$ cat src/rtl/sdram_init_pkg.sv
package sdram_init_pkg;

  typedef enum logic [2:0] {
    ST_RESET,
    ST_NOP_WAIT,
    ST_PRECHARGE,
    ST_FAST_REF,
    ST_SET_REF,
    ST_MODE_SET,
    ST_DONE
  } init_state_t;

  // {RAS#, CAS#, WE#}
  localparam logic [2:0] CMD_NOP       = 3'b111;
  localparam logic [2:0] CMD_PRECHARGE = 3'b010;
  localparam logic [2:0] CMD_REFRESH   = 3'b001;
  localparam logic [2:0] CMD_MODE_SET  = 3'b000;

endpackage

$ cat src/rtl/phase_timer.sv
module phase_timer #(
  parameter int LIMIT = 80
) (
  input  logic clk,
  input  logic rst_n,
  input  logic clear_i,
  input  logic run_i,
  output logic expired_o
);
  localparam int CW = $clog2(LIMIT + 1);
  localparam logic [CW-1:0] LAST = CW'(LIMIT - 1);

  logic [CW-1:0] cnt_q, cnt_d;
  logic          cnt_en;

  always_comb begin
    cnt_en = clear_i | (run_i & (cnt_q != LAST));
    cnt_d  = clear_i ? '0 : cnt_q + 1'b1;
  end

  always_ff @(posedge clk or negedge rst_n) begin
    if (!rst_n)      cnt_q <= '0;
    else if (cnt_en) cnt_q <= cnt_d;
  end

  assign expired_o = (cnt_q == LAST);


  timer_hold_chk: assert property (@(posedge clk) disable iff (!rst_n)
    (expired_o && run_i && !clear_i) |=> expired_o);
endmodule

$ cat src/rtl/refresh_gen.sv
module refresh_gen #(
  parameter int INTERVAL = 11,
  parameter int MIN_REFS = 8
) (
  input  logic clk,
  input  logic rst_n,
  input  logic run_i,
  output logic tick_o,
  output logic enough_o
);
  localparam int PERIOD = INTERVAL - 1;
  localparam int CW     = $clog2(INTERVAL);
  localparam int RW     = $clog2(MIN_REFS + 1);
  localparam logic [CW-1:0] RELOAD = CW'(PERIOD - 1);
  localparam logic [RW-1:0] REF_SAT = RW'(MIN_REFS);

  logic [CW-1:0] down_q, down_d;
  logic [RW-1:0] refs_q, refs_d;
  logic          refs_en;

  assign tick_o   = run_i & (down_q == '0);
  assign enough_o = (refs_q == REF_SAT);

  always_comb begin
    if (!run_i || down_q == '0) down_d = RELOAD;
    else                        down_d = down_q - 1'b1;
    refs_en = !run_i | (tick_o & !enough_o);
    refs_d  = run_i ? refs_q + 1'b1 : '0;
  end

  always_ff @(posedge clk or negedge rst_n) begin
    if (!rst_n) down_q <= RELOAD;
    else        down_q <= down_d;
  end

  always_ff @(posedge clk or negedge rst_n) begin
    if (!rst_n)       refs_q <= '0;
    else if (refs_en) refs_q <= refs_d;
  end


  refresh_spacing_chk: assert property (@(posedge clk) disable iff (!rst_n)
    tick_o |=> !tick_o);
endmodule

$ cat src/rtl/mode_word.sv
module mode_word #(
  parameter int ADDR_W  = 13,
  parameter int SHIFT16 = 1
) (
  input  logic              wide16_i,
  output logic [ADDR_W-1:0] mode_addr_o
);
  logic [2:0]        burst_code;
  logic [ADDR_W-1:0] base;

  always_comb begin
    burst_code  = wide16_i ? 3'd3 : 3'd2;
    base        = {{(ADDR_W-3){1'b0}}, burst_code};
    mode_addr_o = wide16_i ? (base << SHIFT16) : base;
  end
endmodule

$ cat src/rtl/sdram_init_seq.sv
module sdram_init_seq
  import sdram_init_pkg::*;
#(
  parameter int CLK_FREQ_MHZ  = 100,
  parameter int WAIT_US       = 200,
  parameter int FAST_INTERVAL = 11,
  parameter int FAST_WAIT     = 80,
  parameter int MIN_REFS      = 8,
  parameter int ADDR_W        = 13,
  parameter int BA_W          = 2,
  parameter int REF_W         = 16,
  parameter int AP_BIT        = 10,
  parameter int MODE_SHIFT16  = 1
) (
  input  logic              clk,
  input  logic              rst_n,
  input  logic              wide16_i,
  input  logic [REF_W-1:0]  norm_interval_i,
  output logic [2:0]        cmd_o,
  output logic [ADDR_W-1:0] addr_o,
  output logic [BA_W-1:0]   ba_o,
  output logic [REF_W-1:0]  refresh_interval_o,
  output logic              init_done_o
);
  localparam int NOP_CYCLES = CLK_FREQ_MHZ * WAIT_US;
  localparam logic [REF_W-1:0]  FAST_VAL = REF_W'(FAST_INTERVAL);
  localparam logic [ADDR_W-1:0] AP_MASK  = ADDR_W'(1) << AP_BIT;

  init_state_t state_q, state_d;
  logic        wide_q, wide_en;
  logic [REF_W-1:0] intv_q, intv_d;
  logic        intv_en;
  logic        nop_expired, fast_expired, ref_tick, ref_enough;
  logic [ADDR_W-1:0] mode_addr;

  phase_timer #(.LIMIT(NOP_CYCLES)) u_nop_timer (
    .clk(clk), .rst_n(rst_n),
    .clear_i(state_q != ST_NOP_WAIT),
    .run_i(state_q == ST_NOP_WAIT),
    .expired_o(nop_expired)
  );

  phase_timer #(.LIMIT(FAST_WAIT)) u_fast_timer (
    .clk(clk), .rst_n(rst_n),
    .clear_i(state_q != ST_FAST_REF),
    .run_i(state_q == ST_FAST_REF),
    .expired_o(fast_expired)
  );

  refresh_gen #(.INTERVAL(FAST_INTERVAL), .MIN_REFS(MIN_REFS)) u_refresh (
    .clk(clk), .rst_n(rst_n),
    .run_i(state_q == ST_FAST_REF),
    .tick_o(ref_tick),
    .enough_o(ref_enough)
  );

  mode_word #(.ADDR_W(ADDR_W), .SHIFT16(MODE_SHIFT16)) u_mode (
    .wide16_i(wide_q),
    .mode_addr_o(mode_addr)
  );

  // next state
  always_comb begin
    state_d = state_q;
    unique case (state_q)
      ST_RESET:     state_d = ST_NOP_WAIT;
      ST_NOP_WAIT:  if (nop_expired) state_d = ST_PRECHARGE;
      ST_PRECHARGE: state_d = ST_FAST_REF;
      ST_FAST_REF:  if (fast_expired && ref_enough && !ref_tick) state_d = ST_SET_REF;
      ST_SET_REF:   state_d = ST_MODE_SET;
      ST_MODE_SET:  state_d = ST_DONE;
      ST_DONE:      state_d = ST_DONE;
      default:      state_d = ST_RESET;
    endcase
  end

  always_ff @(posedge clk or negedge rst_n) begin
    if (!rst_n) state_q <= ST_RESET;
    else        state_q <= state_d;
  end

  // width capture and refresh-interval register
  always_comb begin
    wide_en = (state_q == ST_RESET);
    intv_en = (state_q == ST_PRECHARGE) || (state_q == ST_SET_REF);
    intv_d  = (state_q == ST_PRECHARGE) ? FAST_VAL : norm_interval_i;
  end

  always_ff @(posedge clk or negedge rst_n) begin
    if (!rst_n)       wide_q <= 1'b0;
    else if (wide_en) wide_q <= wide16_i;
  end

  always_ff @(posedge clk or negedge rst_n) begin
    if (!rst_n)       intv_q <= '0;
    else if (intv_en) intv_q <= intv_d;
  end

  // command outputs
  always_comb begin
    cmd_o  = CMD_NOP;
    addr_o = '0;
    ba_o   = '0;
    unique case (state_q)
      ST_PRECHARGE: begin
        cmd_o  = CMD_PRECHARGE;
        addr_o = AP_MASK;
      end
      ST_FAST_REF:  if (ref_tick) cmd_o = CMD_REFRESH;
      ST_MODE_SET: begin
        cmd_o  = CMD_MODE_SET;
        addr_o = mode_addr;
      end
      default: ;
    endcase
  end

  assign refresh_interval_o = intv_q;
  assign init_done_o        = (state_q == ST_DONE);


  done_sticky_chk: assert property (@(posedge clk) disable iff (!rst_n)
    init_done_o |=> init_done_o);

  done_idle_chk: assert property (@(posedge clk) disable iff (!rst_n)
    init_done_o |-> (cmd_o == CMD_NOP));

  single_precharge_chk: assert property (@(posedge clk) disable iff (!rst_n)
    (cmd_o == CMD_PRECHARGE) |=> (cmd_o != CMD_PRECHARGE));

  mode_then_done_chk: assert property (@(posedge clk) disable iff (!rst_n)
    (cmd_o == CMD_MODE_SET) |=> init_done_o);

  fast_rate_chk: assert property (@(posedge clk) disable iff (!rst_n)
    (cmd_o == CMD_REFRESH) |-> (refresh_interval_o == FAST_VAL));
endmodule

$ cat config.mk
export PLATFORM = sky130hd
export DESIGN_NAME = sdram_init_seq
export DESIGN_NICKNAME = d
export VERILOG_FILES = /design/src/rtl/sdram_init_pkg.sv /design/src/rtl/phase_timer.sv /design/src/rtl/refresh_gen.sv /design/src/rtl/mode_word.sv /design/src/rtl/sdram_init_seq.sv
export SDC_FILE = /design/constraint.sdc
export NUM_CORES = 1
export LEC_CHECK = 0
export CORE_MARGIN = 2
export CORE_UTILIZATION = 53
export DETAILED_ROUTE_END_ITERATION = 8
export PLACE_DENSITY = 0.8
export SYNTH_ARGS = -nofsm -noshare
export SYNTH_HDL_FRONTEND = slang
export SYNTH_HIERARCHICAL = 1
export SYNTH_SLANG_ARGS = --single-unit
$ cat constraint.sdc
create_clock -name clk -period 3 [get_ports clk]
set_input_delay 0.75 -clock clk [delete_from_list [all_inputs] [get_ports clk]]
set_output_delay 0.75 -clock clk [all_outputs]
set_load 0.05 [all_outputs]
==> results of run 1 <==
synth_stat cells, drive strengths merged (3+ instances only):
master  instances  area share
and2           16       0.033
and3b           4       0.012
inv            13       0.016
mux2i           5       0.017
a221o          13       0.043
buf            26       0.066
nor2           20       0.025
a21o            3      0.0074
or3             8       0.018
conb            3      0.0037
ha              5       0.021
a21oi          11       0.018
nand2b          4      0.0083
nand3          12       0.020
nand2          16       0.020
nor2b          17       0.035
dfrtp          48        0.40
nand4           7       0.017
mux2            3       0.011
xnor2           6       0.017
o21ai           8       0.013
nor3            8       0.013
clkbuf          8       0.011
nor3b          18       0.048
a221oi          3      0.0087
nor4            4      0.0083
cells by family after synthesis:
logic type	synth area share
XOR/XNOR	0.02024
AND/OR/NAND/NOR	0.2887
flip-flops	0.4139
buffers and inverters	0.09252
adder cells (fa/ha/maj)	0.02065
other	0.003717
multiplexers	0.02767
AO/OA/AOI/OAI	0.1326
metal layers:
| layer | GRT usage | vias up |
|---|---|---|
| met5 | 0 | - |
| met4 | 0.05172 | 0 |
| met3 | 0.03733 | 7 |
| met2 | 0.3328 | 56 |
| met1 | 0.2349 | 1078 |
| li1 | - | 1144 |
per-stage QoR:
step	cell area, um2	util
6_report	3492	0.6342
5_1_grt	3492	0.6342
4_1_cts	3492	0.6342
3_5_place_dp	3410	0.6192
3_3_place_gp	3410	0.6192
2_1_floorplan	3075	-
state kept, by name (all words and copies together) (netlist names):
register and cells:
wide_q 1, u_fast_timer/cnt_q 7, u_refresh/refs_q 4, refresh_interval_o 16, state_q 3, u_nop_timer/cnt_q 15, u_refresh/down_q 4
layout make-up:
class                           instances  area share
Inverter                               13     0.01397
Multi-Input combinational cell        229      0.4414
Timing Repair Buffer                   46      0.1362
Clock buffer                            6     0.02078
Tap cell                               72     0.02580
Sequential cell                        50      0.3590
Clock inverter                          2    0.002866
worst max-delay path, cell delays in order, from the launching register on:
cell	delay, ns
dfstp_2	0.56
inv_1	0.05
ha_1	0.22
nor3b_4	0.18
and2_2	0.22
and3b_1	0.17
o21ai_1	0.12
buf_4	0.22
power breakdown:
| part | total, W | internal [W] | switching, W |
|---|---|---|---|
| clock network | 0.000377 | 0.000162 | 0.000215 |
| registers | 0.000674 | 0.000674 | 0.000000366 |
| logic | 0.0000533 | 0.0000276 | 0.0000257 |
| total | 0.00110 | 0.000864 | 0.000241 |
worst paths after layout:
kind	end	startpoint	slack, ns
max	cmd_o[1]	u_refresh/down_q[0]	0.23
min reg2reg	u_refresh/down_q[0]	u_refresh/down_q[0]	0.48
min	refresh_interval_o[8]	rst_n	0.41
max in group asynchronous	u_refresh/down_q[0]	rst_n	2.29
min in group clk	u_refresh/down_q[0]	u_refresh/down_q[0]	0.48
max reg2reg	u_nop_timer/cnt_q[14]	state_q[2]	0.79
==> metrics.md, run 1 <==
| Metric | Value |
|---|---|
| Run status | completed |
| P&R area growth vs syn | 15.28% |
| FF-to-FF path depth | 6 |
| Clk_lat worst skew | 0.30 ns |
| # hold bufs at CTS | 0 |
| Largest net degree at the start of global routing | 51 |
| Die Wd | 79.60 um |
| Clock root buffer | clkbuf_8 |
| Ys Warns | 6 |
| Die ar. | 0.006336 mm2 |
| Yosys cell types | 56 |
| Post-Layout Cell Count | 418 |
| CP arrival | 2.02 ns |
| Post-Route WL | 5672 um |
| Drt first pass iters | 4 |
| Max clock buf depth | 2 |
| GRT overflow | 0 |
| Number of port buffers | 41 |
| HPWL Detailed | 3883 um |
| # fillers | 452 |
| Rows | 27 |
| Worst Max-Slew Pin Slew | 0.5752 ns |
| Initial core utilization | 0.5501 |
| #FFs+latches synth | 50 |
| Worst setup slack after layout | 0.2262 ns |
| Core area | 0.005507 mm2 |
| Initial antenna violation count | 0 |
| Final hold violation count | 0 |
| Clock-pin slew on the worst setup and hold paths | 0.09 ns |
| Layout Nets | 369 |
| MaxCap Viol Count | 0 |
| GR Util All Layers | 0.1888 |
| Skew final | 0.01081 ns |
| Met2 WL | 2771 um |
| Worst Setup End Kind | primary output |
| Total Power Consumption | 0.001104 W |
| Syn avg cell area | 9.616 um2 |
| # DRC | 0 |
| DR top layer | met4 |
| Met3 Wirelength | 287 um |
| HP Class | in -> async |
| Post-placement setup slack | 0.5535 ns |
| Post-CTS Setup Inserts | 0 |
| Fin crit share | 0.9246 |
| Worst setup SP type | flop |
| Peak VDD IR | 199.4 uV |
| Power per cell area | 316.2 mW/mm2 |
| Syn Std Cell Area | 0.003029 mm2 |
| Layout cell share with drive strength beyond 1 | 0.1098 |
| Post-Route M1 WL | 2543 um |
| RSZ-0062 raised after global routing | no |
| Final slew viol count | 0 |
| CTS Sinks | 50 |
| Seq/Total Area, Yosys | 0.4139 |
| Commonest non-fill, non-tap cell in the layout | dfrtp_1 |
| DRT iter0 DRCs | 131 |
| DR vias/cell | 5.467 |
| I/O pin cnt | 54 |
| TritonCTS clock tree | done |
| FF+latch area | 0.001254 mm2 |
| Achievable Freq | 360.5 MHz |
| H-tree depth | 2 |
| CP required | 2.25 ns |
| Placed insts | 410 |
| TritonCTS Buffers | 5 |
| Routability cong. | 0.8303 |
| Setup TNS | 0 ns |
| CP Class | reg -> out |
| WL/cell | 13.57 um |
| Synth Flop Type | dfrtp_1 |
| Gate Count Post-Synth | 315 |
| Final-report setup violation count | 0 |
| Via count | 2,285 |
| Multi-input combinational cell area | 0.001541 mm2 |
| Chip height | 79.60 um |
| Resize count post-CTS | 0 |
| Most frequent cells in the layout | 48 x dfrtp_1, 33 x clkdlybuf4s50_1, 20 x nor2_1 |
| Worst rel slew slack | 0.6152 |
| Routed Antenna Nets | 0 |
| Post-layout min period | 2.774 ns |
| Crit-path max FO | 5 |
| EDFF count, synth | 0 |
| Asr flop ratio synth | 1.000 |
| Inserted Diodes | 0 |
| Vias in the first global route | 2,203 |
| Pleak | 1.550 nW |
| First-pass GRT wire length | 9701 um |
| Hold Slack | 0.4122 ns |
No activity file was read; power rests on OpenSTA's default activity.
==> run 2, diff against run 1 <==
- CAP_MARGIN: unset -> 5
- CELL_PAD_IN_SITES_DETAIL_PLACEMENT: unset -> 0
- CELL_PAD_IN_SITES_GLOBAL_PLACEMENT: unset -> 1
- CORE_UTILIZATION: 53 -> 40
- PLACE_DENSITY: 0.8 -> unset
- PLACE_DENSITY_LB_ADDON: unset -> 0.1
==> run 2 against run 1 <==
  * Sequential power about the same
  * Sequential share of layout area decreased by 0.29 points
  * Largest power group unchanged
  * Clock skew increased by 0.00058 ns
  * First-iteration DRC count decreased by 36%
  * Non-clock buffer count increased by 1
  * Count of clock-buffer cells in the layout unchanged
  * Critical path type unchanged
==> metrics.md, run 2 (synthesis results as in run 1) <==
| Metric | Value |
|---|---|
| Run status | completed |
| H-tree depth | 2 (unchanged) |
| # fillers | 722 (+60%) |
| Post-CTS Setup Inserts | 0 (unchanged) |
| P&R area growth vs syn | 16.23% |
| FF-to-FF path depth | 6 (unchanged) |
| Final-report setup violation count | 0 (unchanged) |
| Routability cong. | 0.6950 (-16%) |
| Initial antenna violation count | 0 (unchanged) |
| Clock power share | 0.348 (+0.007) |
| Vias in the first global route | 2,222 (+0.86%) |
| Reg2reg end | u_nop_timer/cnt_q[14] |
| Setup slack, reg-to-reg | 0.80 ns (about the same) |
| Die Wd | 91.02 um (+14%) |
| Achievable Freq | 354.6 MHz (-1.6%) |
| Post-layout min period | 2.820 ns (+0.04644 ns) |
| CTS Sinks | 50 (unchanged) |
| HPWL Detailed | 4217 um (+8.6%) |
| CP arrival | 2.07 ns (+0.05 ns) |
| Clk_lat worst skew | 0.30 ns (about the same) |
| Commonest non-fill, non-tap cell in the layout | dfrtp_1 |
| GR Util All Layers | 0.1550 (-0.03383) |
| Drt first pass iters | 4 (unchanged) |
| Most frequent cells in the layout | 48 x dfrtp_1, 33 x clkdlybuf4s50_1, 20 x nor2_1 |
| Worst Max-Slew Pin Slew | 0.6188 ns (+0.04357 ns) |
| RSZ-0062 raised after global routing | no |
| TritonCTS clock tree | done |
| CP Class | reg -> out |
| DRT iter0 DRCs | 84 (-36%) |
| Fin crit share | 0.9401 (+0.01548) |
| Resize count post-CTS | 0 (unchanged) |
| Final slew viol count | 0 (unchanged) |
| Peak VDD IR | 170.4 uV (-15%) |
| Layout Nets | 370 (+0.27%) |
| Setup TNS | 0 ns (unchanged) |
| Final hold violation count | 0 (unchanged) |
| HP Class | in -> async |
| Chip height | 91.02 um (+14%) |
| CP startpoint | u_refresh/down_q[0] |
| Max clock buf depth | 2 (unchanged) |
| Inserted Diodes | 0 (unchanged) |
| Worst Setup End Kind | primary output |
| GRT overflow | 0 (unchanged) |
| Post-Route WL | 6138 um (+8.2%) |
| Initial core utilization | 0.4154 (-0.1347) |
| Comb pwr share | 0.048 (about the same) |
| Largest net degree at the start of global routing | 36 (-29%) |
| Post-placement setup slack | 0.4549 ns (-0.09862 ns) |
| Reg power frac | 0.604 (-0.007) |
| Worst rel slew slack | 0.5875 (-0.02774) |
| Largest register FFs | 16 (unchanged) |
| WL/cell | 13.82 um (+1.9%) |
| I/O pin cnt | 54 (unchanged) |
| Rows | 31 (+15%) |
| Layout cell share with drive strength beyond 1 | 0.1101 (+0.0003183) |
| Pleak | 1.548 nW (-0.10%) |
| Clock-pin slew on the worst setup and hold paths | 0.09 ns (about the same) |
| Core area | 0.007292 mm2 (+32%) |
| Sw frac | 0.2126 (-0.005282) |
| Sw power | 0.0002373 W (-1.4%) |
| Routed Antenna Nets | 0 (unchanged) |
| DR vias/cell | 5.259 (-3.8%) |
| Clock root buffer | clkbuf_8 |
| Internal Power | 0.0008791 W (+1.8%) |
| Skew final | 0.01140 ns (+0.0005818 ns) |
| First-pass GRT wire length | 10,770 um (+11%) |
| Power per cell area | 317.1 mW/mm2 (+0.26%) |
| Worst setup SP type | flop |
| Worst setup slack after layout | 0.1797 ns (-0.04645 ns) |
| Via count | 2,335 (+2.2%) |
| TritonCTS Buffers | 5 (unchanged) |
| Critical R2R Launch | state_q[1] |
| # hold bufs at CTS | 0 (unchanged) |
| MaxCap Viol Count | 0 (unchanged) |
| Die ar. | 0.008285 mm2 (+31%) |
| Crit-path max FO | 5 (unchanged) |
| CP required | 2.25 ns (about the same) |
| # DRC | 0 (unchanged) |
| Number of port buffers | 41 (unchanged) |
[run 2: cell types whose count changed in the layout (fill, tap and decap cells not counted), sizes merged]
cell and delta:
clkinv -2, buf +1
[run 2: routing by layer]
metal / global-route usage / vias to the layer above / share of wire
li1: - / 1149 / -
met1: 0.2154 / 1116 / 0.50
met2: 0.2475 / 62 / 0.45
met3: 0.03485 / 8 / 0.045
met4: 0.03409 / 0 / 0.010
met5: 0 / - / 0
[run 2: area by class of cell]
| class | count | area (um2) | area share |
|---|---|---|---|
| timing repair buffer | 47 | 470.5 | 0.1336 |
| multi-input combinational | 229 | 1541 | 0.4378 |
| tap | 99 | 123.9 | 0.03518 |
| inverter | 13 | 48.80 | 0.01386 |
| clock buffer | 6 | 82.58 | 0.02345 |
| sequential | 50 | 1254 | 0.3561 |
[run 2: worst max path at each step]
stage / endpoint / slack, ns
6_report: cmd_o[1] / 0.18
3_5_place_dp: cmd_o[1] / 0.45
5_1_grt: cmd_o[1] / 0.06
4_1_cts: cmd_o[1] / 0.12
2_1_floorplan: cmd_o[1] / 0.11
3_3_place_gp: cmd_o[1] / 0.48
[run 2: worst max-delay path, stage by stage (launching register included)]
cell and delay [ns]:
dfstp_2 0.56, inv_1 0.05, ha_1 0.23, nor3b_4 0.18
and2_2 0.22, and3b_1 0.17, o21ai_1 0.15, buf_4 0.22
[run 2: through the flow]
step                      hold slack, ns  total power [W]  area [um2]  instances    util
after floorplan                   0.4355        0.0007162        3075        326       -
after CTS                         0.3667         0.001144        3521        444  0.4828
after global placement            0.4466        0.0007420        3438        438  0.4715
final                             0.3597         0.001116        3521        444  0.4828
after detailed placement          0.4516        0.0007421        3438        438  0.4715
after global routing              0.3830         0.001174        3521        444  0.4828
[run 2: power groups by stage]
stage                     sequential (W)  combinational, W  clock (W)
final                           0.000674         0.0000531   0.000389
after global routing            0.000675         0.0000600   0.000440
after CTS                       0.000675         0.0000548   0.000415
after detailed placement        0.000688         0.0000543          0
after global placement          0.000688         0.0000544          0
after floorplan                 0.000688         0.0000283          0
